## config.mk

```make
export PLATFORM = sky130hd
export DESIGN_NAME = mpu_guard
export DESIGN_NICKNAME = d
export VERILOG_FILES = /design/src/rtl/mpu_guard_pkg.sv /design/src/rtl/mpu_span_match.sv /design/src/rtl/mpu_limit_bank.sv /design/src/rtl/mpu_viol_latch.sv /design/src/rtl/mpu_guard.sv
export SDC_FILE = /design/constraint.sdc
export NUM_CORES = 1
export LEC_CHECK = 0
export ABC_AREA = 1
export BUFFER_PORTS_ARGS = -buffer_cell sky130_fd_sc_hd__buf_2
export CAP_MARGIN = 5
export CELL_PAD_IN_SITES_DETAIL_PLACEMENT = 1
export CELL_PAD_IN_SITES_GLOBAL_PLACEMENT = 2
export CORE_ASPECT_RATIO = 1.25
export CORE_UTILIZATION = 22
export CTS_CLUSTER_SIZE = 30
export DETAILED_ROUTE_END_ITERATION = 10
export PLACE_DENSITY = 0.77
export SLEW_MARGIN = 5
export SYNTH_ARGS = -nofsm -noshare
export SYNTH_HDL_FRONTEND = slang
export SYNTH_SLANG_ARGS = --single-unit
```

## constraint.sdc

```tcl
create_clock -name clk -period 1.99 [get_ports clk]
set_input_delay 0.0995 -clock clk [delete_from_list [all_inputs] [get_ports clk]]
set_output_delay 0.0995 -clock clk [all_outputs]
set_load 0.01 [all_outputs]
```

## src/rtl/mpu_guard_pkg.sv

```systemverilog
package mpu_guard_pkg;
  // which limit register a load targets
  typedef enum logic [1:0] {
    SLOT_NONE  = 2'd0,
    SLOT_LOWER = 2'd1,
    SLOT_UPPER = 2'd2
  } limit_slot_e;

  localparam int unsigned N_WINDOWS = 2;
endpackage

```

## src/rtl/mpu_span_match.sv

```systemverilog
module mpu_span_match #(
  parameter int unsigned AW = 16
) (
  input  logic [AW-1:0] addr,
  input  logic [AW-1:0] lo,
  input  logic [AW-1:0] hi,
  output logic          hit
);
  // inclusive window; an inverted pair means an empty window
  always_comb begin
    hit = (lo <= hi) && (addr >= lo) && (addr <= hi);
  end
endmodule

```

## src/rtl/mpu_limit_bank.sv

```systemverilog
module mpu_limit_bank
  import mpu_guard_pkg::*;
#(
  parameter int unsigned       AW      = 16,
  parameter logic [AW-1:0]     LO_SLOT = 16'h0010,
  parameter logic [AW-1:0]     HI_SLOT = 16'h0011
) (
  input  logic          clk,
  input  logic          rst,
  input  logic          wr_en,
  input  logic [AW-1:0] wr_addr,
  input  logic [AW-1:0] wr_data,
  input  logic          irq_enabled,
  output logic [AW-1:0] lower_q,
  output logic [AW-1:0] upper_q
);
  limit_slot_e slot;

  always_comb begin
    slot = SLOT_NONE;
    if (wr_en && !irq_enabled) begin
      if (wr_addr == LO_SLOT)      slot = SLOT_LOWER;
      else if (wr_addr == HI_SLOT) slot = SLOT_UPPER;
    end
  end

  always_ff @(posedge clk) begin
    if (rst) begin
      lower_q <= '1;
      upper_q <= '0;
    end else begin
      case (slot)
        SLOT_LOWER: lower_q <= wr_data;
        SLOT_UPPER: upper_q <= wr_data;
        default: ;
      endcase
    end
  end
endmodule

```

## src/rtl/mpu_viol_latch.sv

```systemverilog
module mpu_viol_latch #(
  parameter int unsigned AW = 16
) (
  input  logic          clk,
  input  logic          rst,
  input  logic          viol,
  input  logic [AW-1:0] addr,
  input  logic          ack,
  output logic          irq_q,
  output logic [AW-1:0] addr_q
);
  always_ff @(posedge clk) begin
    if (rst) begin
      irq_q  <= 1'b0;
      addr_q <= '0;
    end else if (viol && (!irq_q || ack)) begin
      irq_q  <= 1'b1;
      addr_q <= addr;
    end else if (ack) begin
      irq_q  <= 1'b0;
    end
  end
endmodule

```

## src/rtl/mpu_guard.sv

```systemverilog
module mpu_guard
  import mpu_guard_pkg::*;
#(
  parameter int unsigned   AW      = 16,
  parameter int unsigned   DW      = 32,
  parameter logic [AW-1:0] FIX_LO  = 16'h0000,
  parameter logic [AW-1:0] FIX_HI  = 16'h00FF,
  parameter logic [AW-1:0] LO_SLOT = 16'h0010,
  parameter logic [AW-1:0] HI_SLOT = 16'h0011
) (
  input  logic          clk,
  input  logic          rst,
  input  logic          req_valid,
  input  logic [AW-1:0] req_addr,
  input  logic          req_write,
  input  logic [DW-1:0] req_wdata,
  output logic          rsp_valid,
  output logic [DW-1:0] rsp_rdata,
  output logic          mem_valid,
  output logic [AW-1:0] mem_addr,
  output logic          mem_write,
  output logic [DW-1:0] mem_wdata,
  input  logic [DW-1:0] mem_rdata,
  input  logic          bnd_wr_en,
  input  logic [AW-1:0] bnd_wr_addr,
  input  logic [AW-1:0] bnd_wr_data,
  input  logic          irq_enabled,
  output logic          viol_irq,
  output logic [AW-1:0] viol_addr,
  input  logic          viol_ack
);
  logic [AW-1:0] lower_q, upper_q;
  logic [AW-1:0] win_lo [N_WINDOWS];
  logic [AW-1:0] win_hi [N_WINDOWS];
  logic [N_WINDOWS-1:0] win_hit;
  logic blocked, viol;
  logic rd_ok_q;

  mpu_limit_bank #(.AW(AW), .LO_SLOT(LO_SLOT), .HI_SLOT(HI_SLOT)) u_bank (
    .clk(clk), .rst(rst), .wr_en(bnd_wr_en), .wr_addr(bnd_wr_addr),
    .wr_data(bnd_wr_data), .irq_enabled(irq_enabled),
    .lower_q(lower_q), .upper_q(upper_q)
  );

  always_comb begin
    win_lo[0] = FIX_LO;
    win_hi[0] = FIX_HI;
    win_lo[1] = lower_q;
    win_hi[1] = upper_q;
  end

  for (genvar w = 0; w < N_WINDOWS; w++) begin : g_win
    mpu_span_match #(.AW(AW)) u_match (
      .addr(req_addr), .lo(win_lo[w]), .hi(win_hi[w]), .hit(win_hit[w])
    );
  end

  assign blocked   = |win_hit;
  assign viol      = req_valid && blocked;
  assign mem_valid = req_valid && !blocked;
  assign mem_addr  = req_addr;
  assign mem_write = req_write;
  assign mem_wdata = req_wdata;

  always_ff @(posedge clk) begin
    if (rst) rd_ok_q <= 1'b0;
    else     rd_ok_q <= mem_valid && !req_write;
  end

  assign rsp_valid = rd_ok_q;
  assign rsp_rdata = rd_ok_q ? mem_rdata : '0;

  mpu_viol_latch #(.AW(AW)) u_latch (
    .clk(clk), .rst(rst), .viol(viol), .addr(req_addr), .ack(viol_ack),
    .irq_q(viol_irq), .addr_q(viol_addr)
  );
endmodule

```

; Word level (Yosys, flattened, before mapping)
; Cells that the tools add are included.
[op_classes]
n_reduce_logical = 15
n_eq_ne = 4
order_cmp = 5
n_mux = 6
[ops]
columns = op, n
row1 = == test 16 x 5 -> 1 bit (second input constant), 2
row2 = less-or-equal comparator 16 bit, 2
row3 = two-way mux 32 bit, 1
row4 = >= comparator 16 x 1 -> 1 bit (second input constant), 1
row5 = >= comparator 16 bit, 1
row6 = less-or-equal comparator 16 x 8 -> 1 bit (second input constant), 1
row7 = logical AND 1 bit, 8
row8 = two-way mux 2 bit, 3
row9 = logical NOT 1 bit, 4
row10 = == test 2 x 1 -> 1 bit (second input constant), 1
row11 = == test 2 bit (second input constant), 1
row12 = two-way mux 1 bit, 2
row13 = nonzero test 2 bit, 1
row14 = OR reduction 2 bit, 1
row15 = logical OR 1 bit, 1
[totals]
word_cells = 35
output_inout_bits = 100
in_bits = 119
ff_bits = 50

; Logic depth before layout (Yosys ltp)
; Gate-level depths: netlist of run 1.
[logic_depth]
word_depth = 7
depth_mapped = 19
mapped_depth_nobuf = 18

; Hierarchy
; From an unflattened synthesis of run 1, not the netlist that was laid out.
[hier_totals]
hier_cells = 818
area_unflattened_um2 = 5377.7
[modules_own_cells]
columns = mod, cells_per_inst, seq_area_each_um2, area_each_um2, n_inst
row1 = mpu_span_match, 193, 0.0, 1221.2, 2
row2 = mpu_limit_bank, 194, 640.6, 1387.6, 1
row3 = mpu_viol_latch, 110, 340.3, 844.6, 1
row4 = mpu_guard, 128, 20.0, 703.2, 1

; Least setup slack after synthesis of run 1
; No wires, ideal clock.
[synth_path]
path_type = flip-flop to flip-flop
startpoint = reg u_bank.upper_q[11]
endpoint = reg u_latch.addr_q[10]
setup_time_ps = 110
path_buffers = 1
stages_incl_launch_ff = 14
required_time_ps = 1880
slack_ps = 238
period_less_slack_ps = 1752
t_arrival_ps = 1642
cell_sequence = dfxtp_1 inv_1 ha_1 a21oi_1 o21ai_0 a21oi_1 nand2_1 nand2_1 nand3_2 nand2_4 buf_2 nand4_1 nand2_1 nor2_1
[synth_via]
elab_chain_len = 6
elab_cells_between_ends = 7
cone_classes = order compare (2) / reduce/logical (5)
[synth_rtl]
columns = element, line
row1 = start: declaration, mpu_limit_bank.sv:15  ; output logic [AW-1:0] upper_q
row2 = start signal: assignment, mpu_limit_bank.sv:34  ; SLOT_UPPER: upper_q <= wr_data;
row3 = less-or-equal comparator 16 bit, mpu_span_match.sv:11  ; hit = (lo <= hi) && (addr >= lo) && (addr <= hi);
row4 = logical AND 1 bit, mpu_span_match.sv:11
row5 = logical AND 1 bit (*), mpu_span_match.sv:11
row6 = OR reduction 2 bit (*), mpu_guard.sv:58  ; assign blocked = |win_hit;
row7 = logical AND 1 bit (*), mpu_guard.sv:59  ; assign viol = req_valid && blocked;
row8 = logical AND 1 bit (*), mpu_viol_latch.sv:16  ; end else if (viol && (!irq_q || ack)) begin
row9 = end signal: assignment, mpu_viol_latch.sv:18  ; addr_q <= addr;
row10 = end: declaration, mpu_viol_latch.sv:10  ; output logic [AW-1:0] addr_q
; Mark *: on every way between the ends. The rest lies on a longest branch, timed or not.
; A chain may end at the register's enable or synchronous reset.

; Worst setup path in the final report of run 1
[layout_path]
startpoint = reg u_bank.lower_q[13]
endpoint = out mem_valid
[layout_via]
elab_chain_len = 6
elab_cells_between_ends = 7
cone_classes = order compare (2) / reduce/logical (5)
[layout_rtl]
columns = element, line
row1 = start: declaration, mpu_limit_bank.sv:14  ; output logic [AW-1:0] lower_q,
row2 = start signal: assignment, mpu_limit_bank.sv:33  ; SLOT_LOWER: lower_q <= wr_data;
row3 = less-or-equal comparator 16 bit / >= comparator 16 bit (equally long branches), mpu_span_match.sv:11
row4 = logical AND 1 bit (*) (2 in series), mpu_span_match.sv:11
row5 = OR reduction 2 bit (*), mpu_guard.sv:58
row6 = logical NOT 1 bit (*), mpu_guard.sv:60  ; assign mem_valid = req_valid && !blocked;
row7 = logical AND 1 bit (*), mpu_guard.sv:60
row8 = end: declaration, mpu_guard.sv:19  ; output logic mem_valid,
; Marked as above.

==> results of run 1 <==
cells in the mapped netlist:
cell type,count
nand2_4,1
buf_1,2
nor3_2,2
dfxtp_1,50
clkbuf_1,12
o21bai_1,1
a21oi_1,53
o21a_1,1
nand4_1,20
nand3_1,7
buf_2,3
nor3_1,5
nor4_1,4
and2_1,1
clkbuf_2,1
nand2_1,115
ha_1,48
a21o_1,1
buf_4,49
buf_6,1
or3_1,1
nand3_2,1
inv_1,146
o21ai_1,3
nor2_1,29
nand3_4,1
o21ai_0,33
kinds of logic (layout without fill, tap and decap cells):
kind of cell | count (synthesis) | in the layout | share of synthesized area
flip-flops | 50 | 50 | 0.257
AO/OA/AOI/OAI | 92 | 92 | 0.120
AND/OR/NAND/NOR | 187 | 189 | 0.211
adder cells (fa/ha/maj) | 48 | 48 | 0.154
buffers and inverters | 214 | 323 | 0.257
critical path, delay by kind of cell (launching register included):
family / cells / cell delay [ns]
fa+ha+maj: 1 / 0.28
flops: 1 / 0.34
buf+inv: 3 / 0.24
simple gates: 6 / 0.79
final cells by class:
type                    instances  share of cell area
clock buffers                   6              0.0250
inverters                     146               0.106
repair buffers                169               0.175
clock inverters                 2             0.00340
multi-input cells             329               0.437
well taps                     224              0.0544
flip-flops and latches         50               0.199
worst max-delay path by stage:
stage / from / to / slack [ns] / cells after the start
floorplan: u_bank.upper_q[11]$_SDFFE_PP0N_ / u_latch.addr_q[10]$_SDFFE_PP0P_ / 0.24 / 13
global placement: u_bank.upper_q[11]$_SDFFE_PP0N_ / u_latch.addr_q[1]$_SDFFE_PP0P_ / 0.03 / 13
detailed placement: u_bank.upper_q[11]$_SDFFE_PP0N_ / u_latch.addr_q[1]$_SDFFE_PP0P_ / -0.02 / 13
CTS: u_bank.lower_q[11]$_SDFFE_PP1N_ / mem_valid / -0.06 / 11
global route: u_bank.upper_q[7]$_SDFFE_PP0N_ / mem_valid / -0.20 / 13
finish: u_bank.lower_q[13]$_SDFFE_PP1N_ / mem_valid / -0.09 / 10
layer usage:
metal / vias up / track usage / routed length [um]
li1: 2004 / - / -
met1: 1676 / 0.132 / 4510
met2: 126 / 0.255 / 6180
met3: 32 / 0.0292 / 879
met4: 0 / 0.0667 / 485
met5: - / 0 / 0
timing repair:
item | in CTS | in global routing
hold endpoints to repair | 1 | 0
setup buffers | 1 | 3
hold buffers | 1 | 0
gates resized for setup | 28 | 60
pin swaps | 10 | 18
endpoints found under the setup margin | 17 | 18
cloned | 0 | 2
state kept, by name, summed over array words and instances (netlist names):
name / flops
rsp_valid: 1
u_bank.lower_q: 16
u_bank.upper_q: 16
u_latch.addr_q: 16
u_latch.irq_q: 1
per-stage QoR:
stage	setup slack (ns)	hold slack (ns)	std cells	area, um2
2_1_floorplan	0.238	0.179	591	3890
3_3_place_gp	0.0275	0.199	911	4570
3_5_place_dp	-0.0177	0.199	911	4570
4_1_cts	-0.0607	0.0433	921	4860
5_1_grt	-0.204	0.0545	926	5150
6_report	-0.0865	0.0502	926	5150
power by group:
part / total (mW) / internal, mW / switching, mW
clock network: 0.884 / 0.475 / 0.409
registers: 1.00 / 0.999 / 0.000687
logic: 0.353 / 0.156 / 0.197
total: 2.24 / 1.63 / 0.607
==> results.md, run 1 <==
* Status: finished with violations
* Failing checks: negative setup slack
* Min cycle time layout at just over 2 ns
* NumNets Final at 868
* Worst-path clk slew at 0.07 ns
* RSZ-0062 raised after global routing: yes
* CP peak stage delay at 0.34 ns
* Seq. cell area at 1020 um2
* Clk_lat worst skew at 0.30 ns
* Post-synthesis sequential area ratio at 0.257
* Net Count, Synth at about 760
* Count of cell types in the netlist at 27
* Pin count of the biggest net entering global routing at 34
* Die Ht at 151 um
* Clk_skew at 0.00635 ns
* Max-Cap Viols at 0
* Avg Cell Area, Syn at 6.58 um2
* Detailed Routing Iterations Pass 1 at 4
* Drt first-iter violations at 66
* Rel. slew slack at 0.615
* Hold path cells at 3
* H-tree depth at 2
* Final setup TNS at -0.309 ns
* Initial Util at 0.224
* Pwr/cell area at 434 nW/um2
* Pwr Total at 2.24 mW
* Final period utilization at 1.04
* Die Width at roughly 120 um
* Vias per inst at a little over 4
* Most frequent cells in the layout: buf_2 (153), inv_1 (133), nand2_1 (97)
* R2r setup slk at -0.03 ns
* Multi-input combinational cell area at around 2300 um2
* Diodes inserted at 0
* Reg2reg end: u_latch.addr_q[3]$_SDFFE_PP0P_
* Wire per inst at 13.0 um
* Detail Placement HPWL at between 9000 and 10,000 um
* Top-area cell type share of the netlist area at 0.257
* Final Hold Fails at 0
* Fillers at between 2,000 and 2,500
* ANT nets after route at 0
* Final wirelength at 12,100 um
* Static Leak at 2.89 nW
* Worst hold path endpoint: u_bank.lower_q[1]$_SDFFE_PP1N_
* Cell breakdown of the critical path: inv_1 > ha_4 > nand4_1 > nor3_2 > nand2_1 > nand2_2 > nand3_4 > nand3_4 > inv_2 > buf_6
* Startpoint types: flip-flop
* Root buf cell: clkbuf_16
* TritonCTS clock tree: done
* First-pass GRT wire length at about 19,000 um
* HP Start: bnd_wr_data[1]
* Clock Path Buffers at 2
* YS warnings at 0
* Worst endpoint data arrival time at roughly 2 ns
* Slew @ Worst Pin at 0.576 ns
* Setup WS post-layout at -0.0865 ns
* Fmax at 482 MHz
* # rows at 54
* Total track usage at 0.132
* Core Area at 17,400 um2
* Final setup viols at 13
* DR DRC count at 0
* Top cell by count, worst path: nand3_4
* VDD IR max at between 0.0002 and 0.0003 V
* R2R Path Start: u_bank.lower_q[13]$_SDFFE_PP1N_
* Mapped cell area at roughly 3900 um2
* Vias in the first global route at 3,775
* WP data required at about 1.9 ns
* WS Path Type: flip-flop to output pin
* Yosys top cell by area: dfxtp_1
* Ratio of cells with drive above 1 in the final layout at 0.368
* Total grt overflow at 0
* Initial antenna violation count at 0
* # clock sinks at 50
* Critical Path End Type: output pin
* Top cells by area, synth: dfxtp_1 (26%), ha_1 (15%), inv_1 (14%)
* Crit Path Max Fanout at 3
* CTS Buf Count at 5
* Gate Count Post-Synth at 591
* I/O pin cnt at 219
* Die Area at 18,200 um2
* Core Util, Final at 0.297
* Final GP Congestion at between 0.7 and 0.8
* Slew Limit Fails at 0
* Syn-to-layout area delta at 32.5%
* Slowest CP cell: dfxtp_2
* Leading cell type in the layout, fill and taps excluded: buf_2
* DR vias at approximately 3,800
* FF-to-FF path depth at 12
* Hold crit path type: input pin to flip-flop
* Port-buffer cells at 154
* Register bit total from synthesis at 50
Note: power is estimated with default switching activity, not from simulation.
==> run 2, diff against run 1 <==
- SKIP_LAST_GASP: default -> 1
==> run 2 against run 1 <==
The flow still finishes with violations (negative setup slack). Critical endpoint unchanged. Largest cell class unchanged. Global-route usage stayed put. Clock-buffer cell count stayed put. Wire length hardly changed.
==> results.md, run 2 (synthesis gave the netlist of run 1 again) <==
* Final wirelength at roughly 12,000 um
* Total grt overflow at 0
* Final GP Congestion at 0.722
* Detail Placement HPWL at between 9000 and 10,000 um
* Clk_lat worst skew at about 0.3 ns
* Seq. cell area at ~1000 um2
* Top cell by count, worst path: nand3_4
* Worst hold path endpoint: u_bank.lower_q[1]$_SDFFE_PP1N_
* Most frequent cells in the layout: buf_2 (153), inv_1 (133), nand2_1 (97)
* Crit Path Max Fanout at 3
* Pin count of the biggest net entering global routing at 34
* Hold crit path type: input pin to flip-flop
* DR vias at between 3,000 and 4,000
* Root buf cell: clkbuf_16
* TritonCTS clock tree: done
* Final Hold Fails at 0
* Final setup TNS at -0.198 ns
* VDD IR max at between 0.0002 and 0.0003 V
* Core Area at 17,400 um2
* Reg2reg end: u_latch.addr_q[3]$_SDFFE_PP0P_
* Setup WS post-layout at -0.0823 ns
* Initial Util at 0.224
* Drt first-iter violations at 60
* Critical Path End Type: output pin
* Worst endpoint data arrival time at 1.97 ns
* Clk_skew at 0.00650 ns
* Slowest CP cell: dfxtp_2
* Syn-to-layout area delta at 32.5%
* Cell breakdown of the critical path: inv_1 > ha_4 > nand4_1 > nor3_2 > nand2_1 > nand2_2 > nand3_4 > nand3_4 > inv_2 > buf_6
* # clock sinks at 50
* FF-to-FF path depth at 12
* Wire per inst at 13.0 um
* Core Util, Final at 0.297
* Die Width at 121 um
* R2r setup slk at -0.02 ns
* CTS Buf Count at 5
* Biggest regs: u_bank.lower_q: 16 flops, u_bank.upper_q: 16 flops, u_latch.addr_q: 16 flops
* Failing checks: negative setup slack
* Vias per inst at between 4 and 5
* Rel. slew slack at 0.610
* Min cycle time layout at 2.07 ns
* Die Ht at 151 um
* Total track usage at 0.132
* RSZ-0062 raised after global routing: yes
* Leading cell type in the layout, fill and taps excluded: buf_2
* Initial antenna violation count at 0
* Fmax at about 480 MHz
* # rows at 54
* HP Start: bnd_wr_data[1]
* Worst-path clk slew at 0.07 ns
* H-tree depth at 2
* DR DRC count at 0
* Pre-CTS setup slack at -0.0177 ns
* ANT nets after route at 0
* Die Area at 18,200 um2
* Ratio of cells with drive above 1 in the final layout at 0.368
* CP peak stage delay at 0.34 ns
* Detailed Routing Iterations Pass 1 at 4
* Hold path cells at 3
* Pwr/cell area at around 430 nW/um2
* Slew Limit Fails at 0
* First-pass GRT wire length at 18,500 um
* Post-Layout Cell Count at 926
* Slew @ Worst Pin at 0.584 ns
* Diodes inserted at 0
* Final setup viols at 12
* I/O pin cnt at 219
* Clock Path Buffers at 2
* Startpoint types: flip-flop
* Multi-input combinational cell area at 2250 um2
* Final period utilization at 1.04
* Port-buffer cells at 154
* Max-Cap Viols at 0
* WS Path Type: flip-flop to output pin
* NumNets Final at 868
* DP Cell Count at 911
* R2R Path Start: u_bank.lower_q[13]$_SDFFE_PP1N_
* Fillers at 2,188
* Vias in the first global route at ~3,800
* WP data required at 1.89 ns
* Status: finished with violations
* Static Leak at 2.89 nW
* Pwr Total at 2.24 mW
[run 2: metrics by stage]
step | hold WS (ns) | area [um2]
floorplan | 0.179 | 3890
global placement | 0.199 | 4570
detailed placement | 0.199 | 4570
CTS | 0.0433 | 4860
global route | 0.0545 | 5150
finish | 0.0495 | 5150
[run 2: final cells by class]
| class | count | share of cell area |
|---|---|---|
| clock buffers | 6 | 0.0250 |
| well taps | 224 | 0.0544 |
| flip-flops and latches | 50 | 0.199 |
| repair buffers | 169 | 0.175 |
| clock inverters | 2 | 0.00340 |
| multi-input cells | 329 | 0.437 |
| inverters | 146 | 0.106 |
[run 2: power breakdown]
group          internal (mW)  switching (mW)
registers              0.999        0.000687
clock network          0.475           0.410
logic                  0.156           0.197
total                   1.63           0.608
[run 2: worst max-delay path by stage]
stage                                     from                               to  slack, ns
2_1_floorplan  u_bank.upper_q[11]$_SDFFE_PP0N_  u_latch.addr_q[10]$_SDFFE_PP0P_       0.24
3_3_place_gp   u_bank.upper_q[11]$_SDFFE_PP0N_   u_latch.addr_q[1]$_SDFFE_PP0P_       0.03
3_5_place_dp   u_bank.upper_q[11]$_SDFFE_PP0N_   u_latch.addr_q[1]$_SDFFE_PP0P_      -0.02
4_1_cts        u_bank.lower_q[11]$_SDFFE_PP1N_                        mem_valid      -0.06
5_1_grt         u_bank.upper_q[7]$_SDFFE_PP0N_                        mem_valid      -0.20
6_report       u_bank.lower_q[13]$_SDFFE_PP1N_                        mem_valid      -0.08
[run 2: timing repair]
| action | in CTS | in global routing |
|---|---|---|
| resized for setup | 28 | 60 |
| gates cloned | 0 | 2 |
| hold buffers | 1 | 0 |
| pin swaps | 10 | 18 |
| setup buffers | 1 | 3 |
| endpoints found under the hold margin | 1 | 0 |
| setup endpoints to repair | 17 | 18 |
[run 2: metal layers]
layer,part of all wire,GRT usage,vias up
met5,0,0,-
li1,-,-,2004
met1,0.37,0.132,1677
met4,0.040,0.0667,0
met3,0.075,0.0292,31
met2,0.51,0.255,128
[run 2: critical path: cells and delay by family (launching register included)]
kind                     cells  cell delay (ns)
AND/OR/NAND/NOR              6             0.79
flip-flops                   1             0.34
buffers and inverters        3             0.24
adder cells (fa/ha/maj)      1             0.28
==> run 3, diff against run 2 <==
- PLACE_DENSITY: 0.77 -> 0.81
==> run 3 against run 2 <==
The run still ends with negative setup slack left. Via count grew 0.10%. Final area shrank 1.0%. Critical path type unchanged. Non-clock buffer count shrank 3. Power grew 1.0%. Clock-buffer cell count is the same. Sequential power is essentially flat. Largest cell class unchanged. Die area is the same. Critical path depth grew 2. Cell count shrank 0.32%. Sequential share of layout area grew 0.14 points.
==> results.md, run 3 (synthesis gave the netlist of run 1 again) <==
* Drt first-iter violations at 68
* Port-buffer cells at around 150
* Die Area at 18,200 um2
* Cell breakdown of the critical path: inv_1 > ha_1 > nand2_1 > nor2_1 > nor3_1 > nand2_1 > nand2_1 > nand2_1 > nand3_4 > nand3_4 > inv_2 > buf_6
* Leading cell type in the layout, fill and taps excluded: buf_2
* Die Ht at around 150 um
* Syn-to-layout area delta at 31.1%
* Startpoint types: flip-flop
* # rows at 54
* DR vias at 3,844
* Seq. cell area at a little over 1000 um2
* Buf+Inv Stages, Crit Path at 3
* Post-Layout Cell Count at 923
* Delay-heaviest family, CP: simple AND/OR/NAND/NOR gates
* # clock sinks at 50
* First-pass GRT wire length at 17,900 um
* Status: finished with violations
* Design area at 5100 um2
* Slew @ Worst Pin at 0.593 ns
* Crit Path Max Fanout at 3
* Max-Cap Viols at 0
* Most frequent cells in the layout: buf_2 (153), inv_1 (137), nand2_1 (100)
* Pre-CTS setup slack at -0.0332 ns
* Clock Path Buffers at 2
* Setup WS post-layout at -0.0671 ns
* Core Area at 17,400 um2
* Slowest CP cell: dfxtp_1
* Pwr/cell area at 443 nW/um2
* DP Cell Count at slightly above 900
* Cell Area, Placed at 4590 um2
* Total track usage at 0.126
* Biggest regs: u_bank.lower_q: 16 flops, u_bank.upper_q: 16 flops, u_latch.addr_q: 16 flops
* CTS Buf Count at 5
* Wire per inst at 12.5 um
* Pin count of the biggest net entering global routing at 33
* NumNets Final at 865
* Final Hold Fails at 0
* Slew Limit Fails at 0
* Detail Placement HPWL at 9450 um
* Top cell by count, worst path: nand2_1
* Hold Buf Count CTS at 0
* R2R Path Start: u_bank.lower_q[11]$_SDFFE_PP1N_
* ANT nets after route at 0
* CP startpoint: u_bank.lower_q[6]$_SDFFE_PP1N_
* Detailed Routing Iterations Pass 1 at 4
* VDD IR max at 0.000270 V
* Vias in the first global route at 3,802
* Root buf cell: clkbuf_16
* Total grt overflow at 0
* RSZ-0062 raised after global routing: yes
* DR DRC count at 0
* Worst endpoint data arrival time at 1.96 ns
* Worst-path clk slew at 0.07 ns
* WP data required at 1.89 ns
* CP peak stage delay at between 0.3 and 0.4 ns
* TritonCTS clock tree: done
* Vias per inst at 4.16
* HP Start: req_write
* Rel. slew slack at 0.604
* Diodes inserted at 0
* Multi-input combinational cell area at roughly 2200 um2
* Min cycle time layout at 2.06 ns
* H-tree depth at 2
* Core Util, Final at 0.294
* Final setup viols at 1
* I/O pin cnt at 219
* Post-CTS Setup Bufs at 0
* Final GP Congestion at 0.699
* Final wirelength at 11,600 um
* Hold crit path type: input pin to flip-flop
* Clk_lat worst skew at 0.30 ns
* WS Path Type: flip-flop to output pin
* Die Width at ~120 um
* Failing checks: negative setup slack
* Ratio of cells with drive above 1 in the final layout at 0.346
* Critical Path End Type: output pin
* Clk_skew at around 0.0059 ns
* Fmax at ~490 MHz
* Initial antenna violation count at 0
* Fillers at 2,203
* Initial Util at 0.224
* Static Leak at 2.88 nW
* Final period utilization at 1.03
-- run 3: area by class of cell --
cell class,instances,area share
sequential,50,0.200
multi-input combinational,329,0.432
inverter,146,0.108
timing repair buffer,166,0.175
clock buffer,6,0.0272
tap,224,0.0549
clock inverter,2,0.00319
-- run 3: metal layers --
metal / GRT usage / up-vias / wire (um)
met5: 0 / - / 0
met4: 0.0401 / 0 / 182
met3: 0.0250 / 16 / 789
met2: 0.253 / 125 / 6120
met1: 0.126 / 1708 / 4470
li1: - / 1995 / -
-- run 3: where the power goes --
| part | internal (mW) | total (mW) | switching (mW) |
|---|---|---|---|
| clock network | 0.506 | 0.905 | 0.400 |
| logic | 0.158 | 0.354 | 0.196 |
| registers | 0.998 | 1.00 | 0.00276 |
| total | 1.66 | 2.26 | 0.599 |
-- run 3: worst register-to-register path, stage by stage (launching register included) --
cell,delay (ns)
dfxtp_4,0.37
inv_2,0.05
ha_4,0.26
nand2_2,0.06
o21bai_1,0.16
a21oi_2,0.17
nor2_1,0.06
nand2_1,0.12
nand3_4,0.13
nand2_8,0.13
nand3_4,0.18
nand2_2,0.11
inv_1,0.04
nor2_1,0.09
-- run 3: repair_timing --
action	CTS	global route
pin swaps	13	10
resized for setup	25	51
endpoints found under the setup margin	18	18
cloned	0	2
-- run 3: stage by stage --
stage	total power, mW	hold WS, ns	setup TNS, ns
2_1_floorplan	1.26	0.179	0
3_3_place_gp	1.36	0.199	0
3_5_place_dp	1.36	0.199	-0.206
4_1_cts	2.29	0.0383	-0.534
5_1_grt	2.39	0.0361	-3.32
6_report	2.26	0.0309	-0.0671
-- run 3: path summary, 6_finish.rpt --
path / end / slack (ns) / cells after the start
setup / recovery: mem_valid / -0.07 / 12
hold / removal: rsp_valid$_SDFF_PP0_ / 0.03 / 2
setup reg to reg: u_latch.addr_q[4]$_SDFFE_PP0P_ / 0 / 13
hold reg to reg: u_bank.upper_q[8]$_SDFFE_PP0N_ / 0.48 / 2
